[config.mk]
export PLATFORM = sky130hd
export DESIGN_NAME = psw_divider_ctrl
export DESIGN_NICKNAME = d
export VERILOG_FILES = /design/src/rtl/psw_pkg.sv /design/src/rtl/psw_cfg_regs.sv /design/src/rtl/psw_seq_fsm.sv /design/src/rtl/psw_out_dec.sv /design/src/rtl/psw_divider_ctrl.sv
export SDC_FILE = /design/constraint.sdc
export NUM_CORES = 1
export LEC_CHECK = 0
export BUFFER_PORTS_ARGS = -buffer_cell sky130_fd_sc_hd__buf_2
export CORE_UTILIZATION = 50
export CTS_BUF_LIST = sky130_fd_sc_hd__clkbuf_4 sky130_fd_sc_hd__clkbuf_8
export DETAILED_ROUTE_END_ITERATION = 8
export PLACE_DENSITY_LB_ADDON = 0.2
export SLEW_MARGIN = 20
export SYNTH_ARGS = -nofsm -noshare
export SYNTH_HDL_FRONTEND = slang
export SYNTH_SLANG_ARGS = --single-unit
[constraint.sdc]
create_clock -name pre_clk -period 7.7 [get_ports pre_clk]
set_clock_uncertainty 0.2 [all_clocks]
set_input_delay 0.77 -clock pre_clk [delete_from_list [all_inputs] [get_ports pre_clk]]
set_output_delay 0.77 -clock pre_clk [all_outputs]
set_load 0.03 [all_outputs]
[src/rtl/psw_pkg.sv]
`timescale 1ns/1ps
package psw_pkg;
    typedef enum logic [1:0] {
        S_IDLE = 2'd0,
        S_SWAL = 2'd1,
        S_MAIN = 2'd2
    } seq_state_t;
endpackage

[src/rtl/psw_cfg_regs.sv]
`timescale 1ns/1ps
module psw_cfg_regs #(
    parameter int AW    = 7,
    parameter int BW    = 11,
    parameter int RST_A = 2,
    parameter int RST_B = 8
) (
    input  logic          clk,
    input  logic          rst,
    input  logic          wr_en,
    input  logic [AW-1:0] wr_a,
    input  logic [BW-1:0] wr_b,
    input  logic          wr_psel,
    output logic [AW-1:0] pend_a,
    output logic [BW-1:0] pend_b,
    output logic          pend_psel,
    output logic          cfg_err
);
    localparam logic [BW-1:0] B_MIN = BW'(3);

    logic wr_ok;

    // legality: main count at least 3, swallow not above main
    always_comb begin
        wr_ok = (wr_b >= B_MIN) && (BW'(wr_a) <= wr_b);
    end

    always_ff @(posedge clk) begin
        if (rst) begin
            pend_a    <= AW'(RST_A);
            pend_b    <= BW'(RST_B);
            pend_psel <= 1'b0;
            cfg_err   <= 1'b0;
        end else if (wr_en) begin
            if (wr_ok) begin
                pend_a    <= wr_a;
                pend_b    <= wr_b;
                pend_psel <= wr_psel;
                cfg_err   <= 1'b0;
            end else begin
                cfg_err   <= 1'b1;
            end
        end
    end
endmodule

[src/rtl/psw_seq_fsm.sv]
`timescale 1ns/1ps
module psw_seq_fsm
    import psw_pkg::*;
#(
    parameter int AW    = 7,
    parameter int BW    = 11,
    parameter int RST_A = 2,
    parameter int RST_B = 8
) (
    input  logic          clk,
    input  logic          rst,
    input  logic          pwr_dn,
    input  logic [AW-1:0] pend_a,
    input  logic [BW-1:0] pend_b,
    input  logic          pend_psel,
    output seq_state_t    state,
    output logic [BW-1:0] cnt,
    output logic [AW-1:0] act_a,
    output logic [BW-1:0] act_b,
    output logic          act_psel,
    output logic          at_end
);
    seq_state_t      state_nx;
    logic [BW-1:0]   cnt_inc;
    logic            load_en;
    seq_state_t      start_st;

    always_comb begin
        cnt_inc  = cnt + 1'b1;
        at_end   = (cnt == (act_b - 1'b1));
        start_st = (pend_a != '0) ? S_SWAL : S_MAIN;
    end

    // next-state decision
    always_comb begin
        state_nx = state;
        unique case (state)
            S_IDLE: begin
                if (!pwr_dn)              state_nx = start_st;   // START
            end
            S_SWAL: begin
                if (pwr_dn)               state_nx = S_IDLE;     // SLEEP
                else if (at_end)          state_nx = start_st;   // WRAP
                else if (cnt_inc == BW'(act_a))
                                          state_nx = S_MAIN;     // SWALLOW_DONE
            end
            S_MAIN: begin
                if (pwr_dn)               state_nx = S_IDLE;     // SLEEP
                else if (at_end)          state_nx = start_st;   // WRAP
            end
            default:                      state_nx = S_IDLE;
        endcase
    end

    // state register
    always_ff @(posedge clk) begin
        if (rst) state <= S_IDLE;
        else     state <= state_nx;
    end

    // active set moves only at a boundary, in idle, or on sleep
    always_comb begin
        load_en = pwr_dn || (state == S_IDLE) || at_end;
    end

    always_ff @(posedge clk) begin
        if (rst) begin
            cnt      <= '0;
            act_a    <= AW'(RST_A);
            act_b    <= BW'(RST_B);
            act_psel <= 1'b0;
        end else begin
            if (load_en) begin
                act_a    <= pend_a;
                act_b    <= pend_b;
                act_psel <= pend_psel;
            end
            if (pwr_dn || state == S_IDLE || at_end) cnt <= '0;
            else                                     cnt <= cnt_inc;
        end
    end
endmodule

[src/rtl/psw_out_dec.sv]
`timescale 1ns/1ps
module psw_out_dec
    import psw_pkg::*;
(
    input  seq_state_t state,
    input  logic       at_end,
    output logic       mod_hi,
    output logic       div_pulse
);
    always_comb begin
        mod_hi    = 1'b0;
        div_pulse = 1'b0;
        unique case (state)
            S_IDLE: begin
                mod_hi    = 1'b0;
                div_pulse = 1'b0;
            end
            S_SWAL: begin
                mod_hi    = 1'b1;
                div_pulse = at_end;
            end
            S_MAIN: begin
                mod_hi    = 1'b0;
                div_pulse = at_end;
            end
            default: begin
                mod_hi    = 1'b0;
                div_pulse = 1'b0;
            end
        endcase
    end
endmodule

[src/rtl/psw_divider_ctrl.sv]
`timescale 1ns/1ps
module psw_divider_ctrl
    import psw_pkg::*;
#(
    parameter int AW     = 7,
    parameter int BW     = 11,
    parameter int A_USED = 7,
    parameter int RST_A  = 2,
    parameter int RST_B  = 8
) (
    input  logic          pre_clk,
    input  logic          rst,
    input  logic          pwr_dn,
    input  logic          wr_en,
    input  logic [AW-1:0] wr_a,
    input  logic [BW-1:0] wr_b,
    input  logic          wr_psel,
    output logic          mod_hi,
    output logic          div_pulse,
    output logic          psel_o,
    output logic          cfg_err
);
    logic [AW-1:0] a_eff;
    logic [AW-1:0] pend_a;
    logic [BW-1:0] pend_b;
    logic          pend_psel;
    seq_state_t    state;
    logic [BW-1:0] cnt;
    logic [AW-1:0] act_a;
    logic [BW-1:0] act_b;
    logic          at_end;

    // narrower swallow field: upper bits are ignored
    generate
        if (A_USED < AW) begin : g_a_mask
            assign a_eff = {{(AW-A_USED){1'b0}}, wr_a[A_USED-1:0]};
        end else begin : g_a_full
            assign a_eff = wr_a;
        end
    endgenerate

    psw_cfg_regs #(.AW(AW), .BW(BW), .RST_A(RST_A), .RST_B(RST_B)) u_cfg (
        .clk       (pre_clk),
        .rst       (rst),
        .wr_en     (wr_en),
        .wr_a      (a_eff),
        .wr_b      (wr_b),
        .wr_psel   (wr_psel),
        .pend_a    (pend_a),
        .pend_b    (pend_b),
        .pend_psel (pend_psel),
        .cfg_err   (cfg_err)
    );

    psw_seq_fsm #(.AW(AW), .BW(BW), .RST_A(RST_A), .RST_B(RST_B)) u_seq (
        .clk       (pre_clk),
        .rst       (rst),
        .pwr_dn    (pwr_dn),
        .pend_a    (pend_a),
        .pend_b    (pend_b),
        .pend_psel (pend_psel),
        .state     (state),
        .cnt       (cnt),
        .act_a     (act_a),
        .act_b     (act_b),
        .act_psel  (psel_o),
        .at_end    (at_end)
    );

    psw_out_dec u_out (
        .state     (state),
        .at_end    (at_end),
        .mod_hi    (mod_hi),
        .div_pulse (div_pulse)
    );
endmodule

Word-level counts from Yosys, hierarchy flattened

Index checks and enable logic that the tools add are counted.

$add $sub $neg: 2
$mul: 0
Div/mod/pow operators: 0
Order comparisons: 2
Eq/ne operators: 7
Shift operators: 0
Mux-type cells: 11
Bitwise operators: 0
Reduce and logical (&&, ||, !) cells: 9

Operators with widths:

| cell                  | count |
|---|---|
| $mux 2                | 7 |
| $add 11x1->11 const B | 1 |
| $eq 11x11->1          | 1 |
| $eq 11x7->1           | 1 |
| $ge 11x2->1 const B   | 1 |
| $le 7x11->1           | 1 |
| $sub 11x1->11 const B | 1 |
| $reduce_bool 7->1     | 1 |
| $pmux 2 s3            | 1 |
| $ne 4x4->1 const B    | 1 |
| $reduce_or 2->1       | 2 |
| $mux 1                | 3 |
| $ne 3x3->1 const B    | 1 |
| $reduce_and 3->1      | 1 |
| $eq 2x1->1 const B    | 1 |
| $eq 2x2->1 const B    | 1 |
| $logic_not 2->1       | 1 |
| $logic_or 1x1->1      | 2 |
| $ne 2x2->1 const B    | 1 |
| $reduce_and 2->1      | 1 |
| $logic_and 1x1->1     | 1 |

Register bits after elaboration: 52
Latch bits: 0
Memory bits (writable): 0
Memory bits (read-only): 0
Input bits: 23
Memories kept: 0

Logic depth before layout (Yosys ltp)

Depth in word-level cells: 6
Mapped depth: 11
Gate-level depth less buffers: 9

Modules after synthesis

From an unflattened synthesis, not the netlist that was laid out.

Cells, all modules: 353
Area, all modules: 3141.8 um^2

Modules (own cells, without submodules):

| module       | times used | cells an instance | area each (um^2) | sequential area each (um^2) |
|---|---|---|---|---|
| psw_seq_fsm  | 1          | 235               | 1984.4           | 640.6 |
| psw_cfg_regs | 1          | 115               | 1127.3           | 400.4 |
| psw_out_dec  | 1          | 3                 | 30.0             | 0.0 |

Least setup slack after synthesis

OpenSTA, ideal clock, no wires.

Kind: register to output
Start: register u_seq.act_b[0]
End: output div_pulse
Arrival: 2.056 ns
Data required time: 6.730 ns
Path slack: 4.674 ns
Stages on the path, launching flop included: 9
Buffers on the path: 1
Cells stage by stage: dfxtp_1 inv_1 ha_1 buf_2 or4b_4 o21ai_1 nand4b_1 nor4_4 and3_1

Word-level cells in the longest chain between the ends: 3

Ends and longest elaborated chain:

| element                  | line                   | text |
|---|---|---|
| start: declaration       | psw_seq_fsm.sv:19      | `output logic [BW-1:0] act_b,` |
| start signal: assignment | psw_seq_fsm.sv:70      | `act_b <= BW'(RST_B);` |
| start signal: assignment | psw_seq_fsm.sv:75      | `act_b <= pend_b;` |
| $sub 11x1->11            | psw_seq_fsm.sv:30      | `at_end = (cnt == (act_b - 1'b1));` |
| $eq 11x11->1             | psw_seq_fsm.sv:30      |  |
| $mux 1                   | psw_out_dec.sv:13      | `unique case (state)` |
| end: declaration         | psw_divider_ctrl.sv:19 | `output logic div_pulse,` |

Every way passes these cells.

Final worst setup path

Ends and elaborated chain as after synthesis.

==> key figures <==
Status
  • Status: complete, no violations

Route
  • # DRC: 0
  • DRT iter0 DRCs: 93
  • DR vias/cell: 5.46
  • Final wirelength: 5560 um
  • First drt pass iteration count: 4
  • Avg WL per Cell: 13.9 um
  • Vias post-DR: 2178
  • ANT nets after route: 0

Yosys
  • Register area share after synthesis: 36.1%
  • Main synth FF type: dfxtp_1
  • Most common cell in the netlist: nor2_1
  • Syn Area/Cell: 9.36 um^2
  • Top cell type's share of synthesized area: 36.1%
  • Post-Syn Nets: 344
  • Synthesized area: 0.00288 mm^2
  • Post-synth EDFFs: 0
  • Async set or reset register ratio after synthesis: 0%
  • Synth Instances: 308
  • Synth top area cells: dfxtp_1, mux2i_1, nor2_1, ha_1, xnor2_1
  • Top cells by count, synth: nor2_1, dfxtp_1, mux2i_1, xnor2_1
  • FF+latch count, synth: 52
  • Synth area leader: dfxtp_1
  • Ys Warns: 0
  • Netlist cell types: 55

Layout
  • Post-Layout Cell Count: 399
  • Fin util: 56.1%
  • Layout Nets: 362
  • Share of post-route cells with drive strength above 1: 15.0%
  • Area growth syn-to-layout: 7.90%
  • ANT cells: 0
  • Layout fillers: 514

Timing
  • # setup viols final: 0
  • Post-layout min period: 3540 ps
  • RSZ-0062 raised after global routing: no
  • Max-slew headroom at the worst pin: 56.2%
  • Final hold vios: 0
  • Final hold slack: 289 ps
  • Highest clock rate: 0.282 GHz
  • Fin crit share: 46.0%
  • Worst slew pin tran: 657 ps
  • Setup_tns: 0 ps
  • Max Slew Vio Count: 0

Floorplan
  • Rows: 27
  • CORE AREA: 0.00554 mm^2
  • Initial core utilization: 52.0%
  • # IOs: 27
  • Vert. Die Dim: 77.9 um
  • Die area: 0.00607 mm^2
  • Die W: 77.9 um

Worst setup path
  • R2r startpoint: u_seq.act_b[0]$_SDFFE_PP0P_
  • Crit path depth: 8
  • Critical-path cell list: inv_1 > ha_1 > or4b_4 > o21ai_1 > nand4b_1 > nor4_4 > and3_1 > buf_2
  • Crit start category: register
  • CP endpoint kind: output port
  • Crit path from: u_seq.act_b[0]$_SDFFE_PP0P_
  • Critical path arrival: 2570 ps
  • Crit path buf inv count: 2
  • Req. time, crit path: 6730 ps
  • Critical path's slowest cell: or4b_4
  • R2R depth: 10
  • Critical Setup Path Class: reg2out
  • CP max stage delay: 520 ps
  • Crit Path Max Fanout: 7
  • Top delay family on crit path: simple AND/OR/NAND/NOR gates

Placement
  • I/O Buffers: 26
  • Detail Placement HPWL: 4200 um
  • Final GP Congestion: 0.924
  • Post-placement cell count: 391

Power and ir drop
  • Lkg Pwr: 1.29 nW
  • Maximum VDD drop: 0.000133 V
  • Power, Total: 561 uW
  • Pwr dens: 180 mW/mm^2

CTS
  • Clock tree buffer depth: 2
  • Postcts setup bufs: 0
  • Hold buffers post-CTS: 0
  • Clock Pin Slew Worst Setup and Hold Paths: 100 ps
  • CTS root buffer: clkbuf_8
  • Worst-skew pair later-pin latency: 300 ps
  • PostCTS Resize Cnt: 0
  • CTS H-Tree Depth: 2
  • CTS buffer count: 5
  • CTS tree: done
  • Number of clock sinks: 52

Global route
  • Total track usage: 20.2%
  • Largest net degree at the start of global routing: 38
  • First-pass GRT wire length: 9710 um
  • GR Overflow Total: 0
  • Vias in the first global route: 2094
  • Initial antenna violation count: 0

Worst hold path
  • Min-delay src: u_cfg.pend_b[3]$_SDFFE_PP1P_
  • Hold Crit Class: reg2reg
  • Hold Path Cell Cnt: 2

Run
  • Max Cap Viol: 0
[registers in the layout, summed over array words and instances (netlist names)]
name             cells
u_cfg.cfg_err        1
u_seq.cnt           11
u_seq.act_a          7
u_seq.act_psel       1
u_seq.act_b         11
u_cfg.pend_a         7
u_seq.state          2
u_cfg.pend_b        11
u_cfg.pend_psel      1
[layout by cell type (no fill, tap or decap), types with 4 or more instances in the layout]
| cell | count |
|---|---|
| a21oi_1 | 5 |
| and3_1 | 6 |
| buf_2 | 26 |
| clkbuf_8 | 5 |
| dfxtp_1 | 52 |
| ha_1 | 13 |
| inv_1 | 13 |
| mux2i_1 | 37 |
| nand2_1 | 11 |
| nand3_1 | 9 |
| nand4_1 | 4 |
| nor2_1 | 53 |
| nor3_1 | 6 |
| nor4_1 | 4 |
| xnor2_1 | 15 |
| xor2_1 | 13 |
[final cells by class]
cell class | instances | area (um^2) | share of cell area, %
Multi-Input combinational cell | 225 | 1690 | 54.2
Clock buffer | 5 | 68.8 | 2.21
Inverter | 14 | 52.6 | 1.69
Tap cell | 72 | 90.1 | 2.90
Timing Repair Buffer | 28 | 145 | 4.67
Clock inverter | 3 | 26.3 | 0.845
Sequential cell | 52 | 1040 | 33.5
[tightest hold or removal path: stages, from the launching register on]
cell and delay, ps:
dfxtp_1 340, nand2b_1 60, nand3_1 70
[stage by stage]
stage	instance area (um^2)	worst slack, ps
6_report	3110	4160
3_5_place_dp	3010	4470
2_1_floorplan	2880	4670
5_1_grt	3110	3890
4_1_cts	3110	4130
3_3_place_gp	3010	4540
[per-layer routing]
layer / GRT usage (%) / up-vias / share of wire, % / routed length, um
li1: - / 1108 / - / -
met1: 26.2 / 1023 / 50 / 2800
met2: 33.6 / 41 / 45 / 2520
met3: 4.59 / 6 / 2.8 / 155
met4: 5.74 / 0 / 1.6 / 90
met5: 0 / - / 0 / 0
[final timing paths]
kind	end	slack, ps
min reg2reg	u_seq.act_b[3]$_SDFFE_PP1P_	290
min	u_seq.act_b[3]$_SDFFE_PP1P_	290
max	div_pulse	4160
max reg2reg	u_seq.act_a[1]$_SDFFE_PP1P_	4830
[cells by family after synthesis]
| family | Yosys count | share of synthesized area, % |
|---|---|---|
| buffers and inverters | 31 | 5.51 |
| AO/OA/AOI/OAI | 32 | 8.77 |
| adder cells (fa/ha/maj) | 13 | 5.64 |
| multiplexers | 37 | 12.9 |
| XOR/XNOR | 31 | 10.9 |
| AND/OR/NAND/NOR | 112 | 20.2 |
| flip-flops | 52 | 36.1 |
[power breakdown]
group	internal, mW	switching, mW	leakage (nW)
combinational	0.0473	0.0545	0.825
clock	0.0663	0.0970	0.0423
sequential	0.282	0.0132	0.425
Power figures use the tool's default switching activity.
